`config.mk`:
```
export PLATFORM = sky130hd
export DESIGN_NAME = sdram_powerup_seq
export DESIGN_NICKNAME = d
export VERILOG_FILES = /design/src/rtl/sdinit_pkg.sv /design/src/rtl/sdinit_timer.sv /design/src/rtl/sdinit_ctrl.sv /design/src/rtl/sdinit_pins.sv /design/src/rtl/sdram_powerup_seq.sv
export SDC_FILE = /design/constraint.sdc
export NUM_CORES = 1
export LEC_CHECK = 0
export BUFFER_PORTS_ARGS = -buffer_cell sky130_fd_sc_hd__buf_2
export CAP_MARGIN = 20
export CORE_MARGIN = 4
export CORE_UTILIZATION = 31
export CTS_CLUSTER_DIAMETER = 120
export DETAILED_ROUTE_END_ITERATION = 16
export GPL_TIMING_DRIVEN = 1
export PLACE_DENSITY = 0.59
export SETUP_SLACK_MARGIN = 0.02
export SKIP_CTS_REPAIR_TIMING = 1
export SLEW_MARGIN = 15
export SYNTH_ARGS = -nofsm -noshare
export SYNTH_HDL_FRONTEND = slang
export SYNTH_SLANG_ARGS = --single-unit
```
`constraint.sdc`:
```
create_clock -name clk -period 2.2 [get_ports clk]
set_input_delay 0.11 -clock clk [delete_from_list [all_inputs] [get_ports clk]]
set_output_delay 0.11 -clock clk [all_outputs]
set_load 0.1 [all_outputs]
```
`src/rtl/sdinit_pkg.sv`:
```
package sdinit_pkg;

  typedef enum logic [1:0] {
    CMD_NOP  = 2'd0,
    CMD_PREA = 2'd1,
    CMD_AREF = 2'd2,
    CMD_LMR  = 2'd3
  } sd_cmd_e;

  typedef enum logic [1:0] {
    STEP_PREA = 2'd0,
    STEP_AREF = 2'd1,
    STEP_LMR  = 2'd2,
    STEP_FIN  = 2'd3
  } sd_step_e;

  // {cs_n, ras_n, cas_n, we_n}
  function automatic logic [3:0] cmd_pins(sd_cmd_e c);
    case (c)
      CMD_PREA: cmd_pins = 4'b0010;
      CMD_AREF: cmd_pins = 4'b0001;
      CMD_LMR:  cmd_pins = 4'b0000;
      default:  cmd_pins = 4'b0111;
    endcase
  endfunction

  // burst length 4, sequential order, chosen latency, burst writes
  function automatic logic [15:0] mode_word(int cas_lat);
    logic [15:0] w;
    w        = '0;
    w[2:0]   = 3'b010;
    w[3]     = 1'b0;
    w[6:4]   = 3'(cas_lat);
    w[9]     = 1'b0;
    return w;
  endfunction

endpackage

```
`src/rtl/sdinit_timer.sv`:
```
module sdinit_timer #(
  parameter int CNT_W     = 8,
  parameter int RESET_VAL = 10
) (
  input  logic             clk,
  input  logic             rst_n,
  input  logic             load_i,
  input  logic [CNT_W-1:0] load_val_i,
  output logic             zero_o
);

  logic [CNT_W-1:0] cnt_q;

  always_ff @(posedge clk or negedge rst_n) begin
    if (!rst_n)        cnt_q <= CNT_W'(RESET_VAL);
    else if (load_i)   cnt_q <= load_val_i;
    else if (!zero_o)  cnt_q <= cnt_q - 1'b1;
  end

  assign zero_o = (cnt_q == '0);

  // a load is only ever requested once the previous interval has run out
  AST_LOAD_ON_ZERO: assert property (@(posedge clk) disable iff (!rst_n)
    load_i |-> zero_o);

endmodule

```
`src/rtl/sdinit_ctrl.sv`:
```
module sdinit_ctrl
  import sdinit_pkg::*;
#(
  parameter int CNT_W         = 8,
  parameter int REFRESH_COUNT = 8,
  parameter int RP_WAITS      = 1,
  parameter int RC_WAITS      = 4,
  parameter int RSC_WAITS     = 1,
  parameter int STARTUP_CLKS  = 10
) (
  input  logic    clk,
  input  logic    rst_n,
  output sd_cmd_e cmd_o,
  output logic    mode_lead_o,
  output logic    done_o
);

  localparam int REF_W = $clog2(REFRESH_COUNT + 1);

  sd_step_e         step_q;
  logic [REF_W-1:0] refs_q;
  logic             tmr_zero;
  logic             issue;
  logic             last_ref;
  logic [CNT_W-1:0] gap_val;

  sdinit_timer #(.CNT_W(CNT_W), .RESET_VAL(STARTUP_CLKS)) u_timer (
    .clk       (clk),
    .rst_n     (rst_n),
    .load_i    (issue),
    .load_val_i(gap_val),
    .zero_o    (tmr_zero)
  );

  assign issue    = tmr_zero && (step_q != STEP_FIN);
  assign last_ref = (step_q == STEP_AREF) && (refs_q == REF_W'(REFRESH_COUNT - 1));

  always_comb begin
    case (step_q)
      STEP_PREA: gap_val = CNT_W'(RP_WAITS);
      STEP_AREF: gap_val = CNT_W'(RC_WAITS);
      STEP_LMR:  gap_val = CNT_W'(RSC_WAITS);
      default:   gap_val = '0;
    endcase
  end

  always_comb begin
    cmd_o = CMD_NOP;
    if (issue) begin
      case (step_q)
        STEP_PREA: cmd_o = CMD_PREA;
        STEP_AREF: cmd_o = CMD_AREF;
        STEP_LMR:  cmd_o = CMD_LMR;
        default:   cmd_o = CMD_NOP;
      endcase
    end
  end

  always_ff @(posedge clk or negedge rst_n) begin
    if (!rst_n) begin
      step_q <= STEP_PREA;
      refs_q <= '0;
    end else if (issue) begin
      case (step_q)
        STEP_PREA: step_q <= STEP_AREF;
        STEP_AREF: begin
          refs_q <= refs_q + 1'b1;
          if (last_ref) step_q <= STEP_LMR;
        end
        STEP_LMR:  step_q <= STEP_FIN;
        default:   step_q <= STEP_FIN;
      endcase
    end
  end

  assign mode_lead_o = (step_q == STEP_LMR) || last_ref;
  assign done_o      = (step_q == STEP_FIN) && tmr_zero;

  AST_REF_BOUND: assert property (@(posedge clk) disable iff (!rst_n)
    refs_q <= REF_W'(REFRESH_COUNT));
  AST_DONE_AFTER_ALL_REFS: assert property (@(posedge clk) disable iff (!rst_n)
    done_o |-> (refs_q == REF_W'(REFRESH_COUNT)));

endmodule

```
`src/rtl/sdinit_pins.sv`:
```
module sdinit_pins
  import sdinit_pkg::*;
#(
  parameter int          ADDR_W    = 12,
  parameter logic [15:0] MODE_WORD = 16'h0022
) (
  input  logic              clk,
  input  logic              rst_n,
  input  sd_cmd_e           cmd_i,
  input  logic              mode_lead_i,
  input  logic              done_i,
  output logic              cs_n,
  output logic              ras_n,
  output logic              cas_n,
  output logic              we_n,
  output logic [ADDR_W-1:0] addr,
  output logic              init_done
);

  localparam int A10 = 10;

  logic [ADDR_W-1:0] addr_d;

  always_comb begin
    addr_d = '0;
    if (cmd_i == CMD_PREA)  addr_d = ADDR_W'(1) << A10;
    else if (mode_lead_i)   addr_d = MODE_WORD[ADDR_W-1:0];
  end

  always_ff @(posedge clk or negedge rst_n) begin
    if (!rst_n) begin
      {cs_n, ras_n, cas_n, we_n} <= cmd_pins(CMD_NOP);
      addr      <= '0;
      init_done <= 1'b0;
    end else begin
      {cs_n, ras_n, cas_n, we_n} <= cmd_pins(cmd_i);
      addr      <= addr_d;
      init_done <= done_i;
    end
  end

  logic pin_prea, pin_lmr, pin_nop;
  assign pin_prea = !cs_n && !ras_n &&  cas_n && !we_n;
  assign pin_lmr  = !cs_n && !ras_n && !cas_n && !we_n;
  assign pin_nop  = !cs_n &&  ras_n &&  cas_n &&  we_n;

  AST_PREA_A10_HIGH: assert property (@(posedge clk) disable iff (!rst_n)
    pin_prea |-> addr[A10]);
  AST_MODE_SETUP: assert property (@(posedge clk) disable iff (!rst_n)
    pin_lmr |-> (addr == $past(addr)));
  AST_DONE_STICKY: assert property (@(posedge clk) disable iff (!rst_n)
    init_done |=> init_done);
  AST_QUIET_AFTER_DONE: assert property (@(posedge clk) disable iff (!rst_n)
    init_done |-> pin_nop);

endmodule

```
`src/rtl/sdram_powerup_seq.sv`:
```
module sdram_powerup_seq
  import sdinit_pkg::*;
#(
  parameter int ADDR_W        = 12,
  parameter int CLK_PERIOD_PS = 20000,
  parameter int T_STARTUP_NS  = 200000,
  parameter int T_RP_NS       = 24,
  parameter int T_RC_NS       = 80,
  parameter int TRSC_CLKS     = 2,
  parameter int REFRESH_COUNT = 8,
  parameter int CAS_LAT       = 2
) (
  input  logic              clk,
  input  logic              rst_n,
  output logic              cs_n,
  output logic              ras_n,
  output logic              cas_n,
  output logic              we_n,
  output logic [ADDR_W-1:0] addr,
  output logic              init_done
);

  localparam int STARTUP_CLKS = (T_STARTUP_NS * 1000 + CLK_PERIOD_PS - 1) / CLK_PERIOD_PS;
  localparam int RP_WAITS     = (T_RP_NS * 1000) / CLK_PERIOD_PS;
  localparam int RC_WAITS     = (T_RC_NS * 1000) / CLK_PERIOD_PS;
  localparam int RSC_WAITS    = TRSC_CLKS - 1;
  localparam int MAX_A        = (STARTUP_CLKS > RC_WAITS) ? STARTUP_CLKS : RC_WAITS;
  localparam int MAX_B        = (RP_WAITS > RSC_WAITS) ? RP_WAITS : RSC_WAITS;
  localparam int MAX_CNT      = (MAX_A > MAX_B) ? MAX_A : MAX_B;
  localparam int CNT_W        = $clog2(MAX_CNT + 1);
  localparam logic [15:0] MODE_WORD = mode_word(CAS_LAT);

  sd_cmd_e cmd;
  logic    mode_lead;
  logic    done;

  sdinit_ctrl #(
    .CNT_W        (CNT_W),
    .REFRESH_COUNT(REFRESH_COUNT),
    .RP_WAITS     (RP_WAITS),
    .RC_WAITS     (RC_WAITS),
    .RSC_WAITS    (RSC_WAITS),
    .STARTUP_CLKS (STARTUP_CLKS)
  ) u_ctrl (
    .clk        (clk),
    .rst_n      (rst_n),
    .cmd_o      (cmd),
    .mode_lead_o(mode_lead),
    .done_o     (done)
  );

  sdinit_pins #(
    .ADDR_W   (ADDR_W),
    .MODE_WORD(MODE_WORD)
  ) u_pins (
    .clk        (clk),
    .rst_n      (rst_n),
    .cmd_i      (cmd),
    .mode_lead_i(mode_lead),
    .done_i     (done),
    .cs_n       (cs_n),
    .ras_n      (ras_n),
    .cas_n      (cas_n),
    .we_n       (we_n),
    .addr       (addr),
    .init_done  (init_done)
  );

endmodule

```
==> key figures <==
Synthesis
  – EDFF count, synth: 0
  – Sequential element share of the synthesized area: 0.466
  – Leading post-synthesis cells by instance count: sky130_fd_sc_hd__dfrtp_1 (18), sky130_fd_sc_hd__buf_4 (11), sky130_fd_sc_hd__xor2_1 (11), sky130_fd_sc_hd__ha_1 (10), sky130_fd_sc_hd__nor2_1 (10)
  – Yosys Warn Count: 0
  – Top-count cell post-synth: sky130_fd_sc_hd__dfrtp_1
  – Synthesized netlist cell count: 126
  – Area fraction of the dominant cell type after synthesis: 0.317
  – FFs w/ async S/R, synth: 1.00
  – Post-synthesis cell area: 0.00142 mm2
  – Most used flip-flop cell after synthesis: sky130_fd_sc_hd__dfrtp_1
  – Synth cell types: 36
  – Leading post-synthesis cells by cell area: sky130_fd_sc_hd__dfrtp_1 (32%), sky130_fd_sc_hd__dfstp_2 (15%), sky130_fd_sc_hd__ha_1 (8.8%)
  – Mean instance size in the synthesized netlist: 11.3 um2
  – Largest area contributor in the synthesized netlist: sky130_fd_sc_hd__dfrtp_1
  – Synthesis-stage register bit count: 26

Cells and area
  – Fraction of layout instances using a drive strength above 1: 0.255
  – Area delta synth->final: 8.91%
  – Post-Layout Inst Area: 0.00155 mm2
  – Net count, final: 150
  – Count of placed standard cells in the final layout, fillers left out: 189
  – Final standard cell utilization of the core: 0.352
  – Total inserted antenna cells: 0

Detailed routing
  – Total number of vias: 890
  – Remaining number of nets flagged by the antenna check after routing: 0
  – Number of iterations in the first detailed-routing pass: 4
  – Wire length after detailed routing: 2.34 mm
  – Number of remaining DRC errors: 0
  – Per-cell routed wire length: 12.4 um
  – Via/cell ratio: 4.71
  – DR iter-0 viols: 36

Run status
  – Outcome: complete, no violations

Pwr
  – Overall power: 0.874 mW
  – Power Dens Cells: 566 mW/mm2
  – Worst voltage drop across the vdd grid: 236 uV
  – Reported leakage power: 0.765 nW

Floorplanning
  – Placeable Area: 0.00438 mm2
  – Horizontal extent of the die: 75.7 um
  – Die area: 0.00572 mm2
  – Die Ht: 75.7 um
  – # rows: 24
  – Boundary pin count: 19
  – Starting Density: 0.324

Clock tree
  – Max H-tree Level: 1
  – Clk sink count: 26
  – Clock-pin slew on the worst setup and hold paths: 0.09 ns
  – Clk Tree Root Cell: sky130_fd_sc_hd__clkbuf_8
  – Skew-Pair Late Insertion Delay: 0.27 ns
  – CTS tree: done
  – Clock buffer count from CTS: 3
  – Largest buffer count on any clock path: 2

Placement
  – IO buf count: 8
  – Post-placement cell area: 0.00148 mm2
  – Place WS: 0.250 ns
  – Number of placed instances with taps included: 184
  – Last weighted congestion value of the routability-driven placer: 0.807
  – Half-perimeter wire length of the detailed placement result: 1.77 mm

STA
  – Worst-Margin Slew: 0.563 ns
  – Unrepaired setup endpoints after global routing: no
  – Fin. Hold Viols: 0
  – Setup ws final: 0.223 ns
  – Max Fclk: 506 MHz
  – Final min period: 1.98 ns
  – Setup violations, final: 0
  – Relative slew margins: 0.625
  – Clock Skews: 0.00442 ns
  – Final worst-path cycle share: 0.899
  – Worst Hold Slack: 0.353 ns
  – Fin Setup TNS: 0 ns
  – Number of max-slew violations in the final report: 0

Critical path
  – Critical path class: reg -> reg
  – Crit. End Element: flip-flop
  – Arrival time at the worst endpoint: 2.14 ns
  – Sort of element at the start of the critical path: flip-flop
  – Data required time of the worst path: 2.36 ns
  – R2R cell count: 7
  – Critical path peak fanout: 11

Global routing
  – Overflow left after global routing: 0
  – Via count of the first global-routing pass: 921
  – Global router's overall resource usage: 0.0938
  – Largest net degree at the start of global routing: 27
  – Met2 usage: 0.165
  – Met3 global-route usage: 0.0277
  – GR met1 Demand/Resource: 0.110
  – Initial antenna violation count: 0
  – First-pass GRT wire length: 4.06 mm
  – Busiest grt layer: met2

Hold path
  – Type of the tightest min-delay check: in -> async

Flow run
  – Reported max-cap violation count: 0
where the power goes:
part           internal [mW]  total (mW)  switching, mW
combinational        0.00179      0.0849         0.0831
clock                  0.160       0.311          0.151
sequential             0.478       0.478              0
total                  0.640       0.874          0.234
worst max-delay path, stage by stage (launching register included):
cell and delay [ns]:
sky130_fd_sc_hd__dfrtp_1 0.42, sky130_fd_sc_hd__inv_1 0.10, sky130_fd_sc_hd__ha_1 0.15, sky130_fd_sc_hd__nor4b_2 0.34
sky130_fd_sc_hd__nand4_1 0.15, sky130_fd_sc_hd__buf_4 0.20, sky130_fd_sc_hd__nor2_1 0.16, sky130_fd_sc_hd__mux2_2 0.35
final cells by class:
cell class / instances / area, um2
Sequential cell: 26 / 661
Tap cell: 52 / 65.1
Clock buffer: 4 / 55.1
Inverter: 5 / 18.8
Multi-Input combinational cell: 91 / 681
Timing Repair Buffer: 11 / 65.1
Fill cell: 436 / 2840
cell usage in the layout, fill, tap and decap left out, types with 3 or more instances in the layout:
| cell | count |
|---|---|
| sky130_fd_sc_hd__a21oi_1 | 3 |
| sky130_fd_sc_hd__buf_2 | 8 |
| sky130_fd_sc_hd__clkbuf_8 | 4 |
| sky130_fd_sc_hd__conb_1 | 10 |
| sky130_fd_sc_hd__dfrtp_1 | 18 |
| sky130_fd_sc_hd__dfstp_2 | 8 |
| sky130_fd_sc_hd__ha_1 | 10 |
| sky130_fd_sc_hd__inv_1 | 5 |
| sky130_fd_sc_hd__nand2_1 | 6 |
| sky130_fd_sc_hd__nor2_1 | 10 |
| sky130_fd_sc_hd__nor3_1 | 4 |
| sky130_fd_sc_hd__nor3_2 | 4 |
| sky130_fd_sc_hd__o21ai_0 | 3 |
| sky130_fd_sc_hd__xor2_1 | 11 |
worst paths after layout:
path	start	endpoint	slack, ns
worst max-delay path	u_ctrl.u_timer.cnt_q[0]	u_ctrl.refs_q[1]	0.22
worst min-delay path	rst_n	u_ctrl.u_timer.cnt_q[6]	0.35
worst max register to register	u_ctrl.u_timer.cnt_q[0]	u_ctrl.refs_q[1]	0.22
worst min register to register	u_ctrl.u_timer.cnt_q[12]	u_ctrl.u_timer.cnt_q[12]	0.48
max in group asynchronous	rst_n	u_pins.ras_n	1.47
min in group clk	u_ctrl.u_timer.cnt_q[12]	u_ctrl.u_timer.cnt_q[12]	0.48
routing by layer:
layer	vias up	part of all wire	wire length [um]
li1	430	-	-
met1	442	0.44	1040
met2	13	0.50	1170
met3	5	0.042	99
met4	0	0.014	32
met5	-	0	0
cells by family (layout without fill, tap and decap cells):
group	Yosys count	after routing	share of synthesized area
compound gates	11	11	0.0485
xor+xnor	11	11	0.0679
fa+ha+maj	10	10	0.0882
buf+inv	18	20	0.0785
flops	26	26	0.466
mux	4	4	0.0300
other cells	1	10	0.00264
simple gates	45	45	0.219
sequential cells by signal, indices dropped and copies added (netlist names):
register              count
u_ctrl.refs_q             4
u_ctrl.step_q             2
u_ctrl.u_timer.cnt_q     14
u_pins.addr               2
u_pins.cas_n              1
u_pins.init_done          1
u_pins.ras_n              1
u_pins.we_n               1
(Power assumes the default switching activity.)
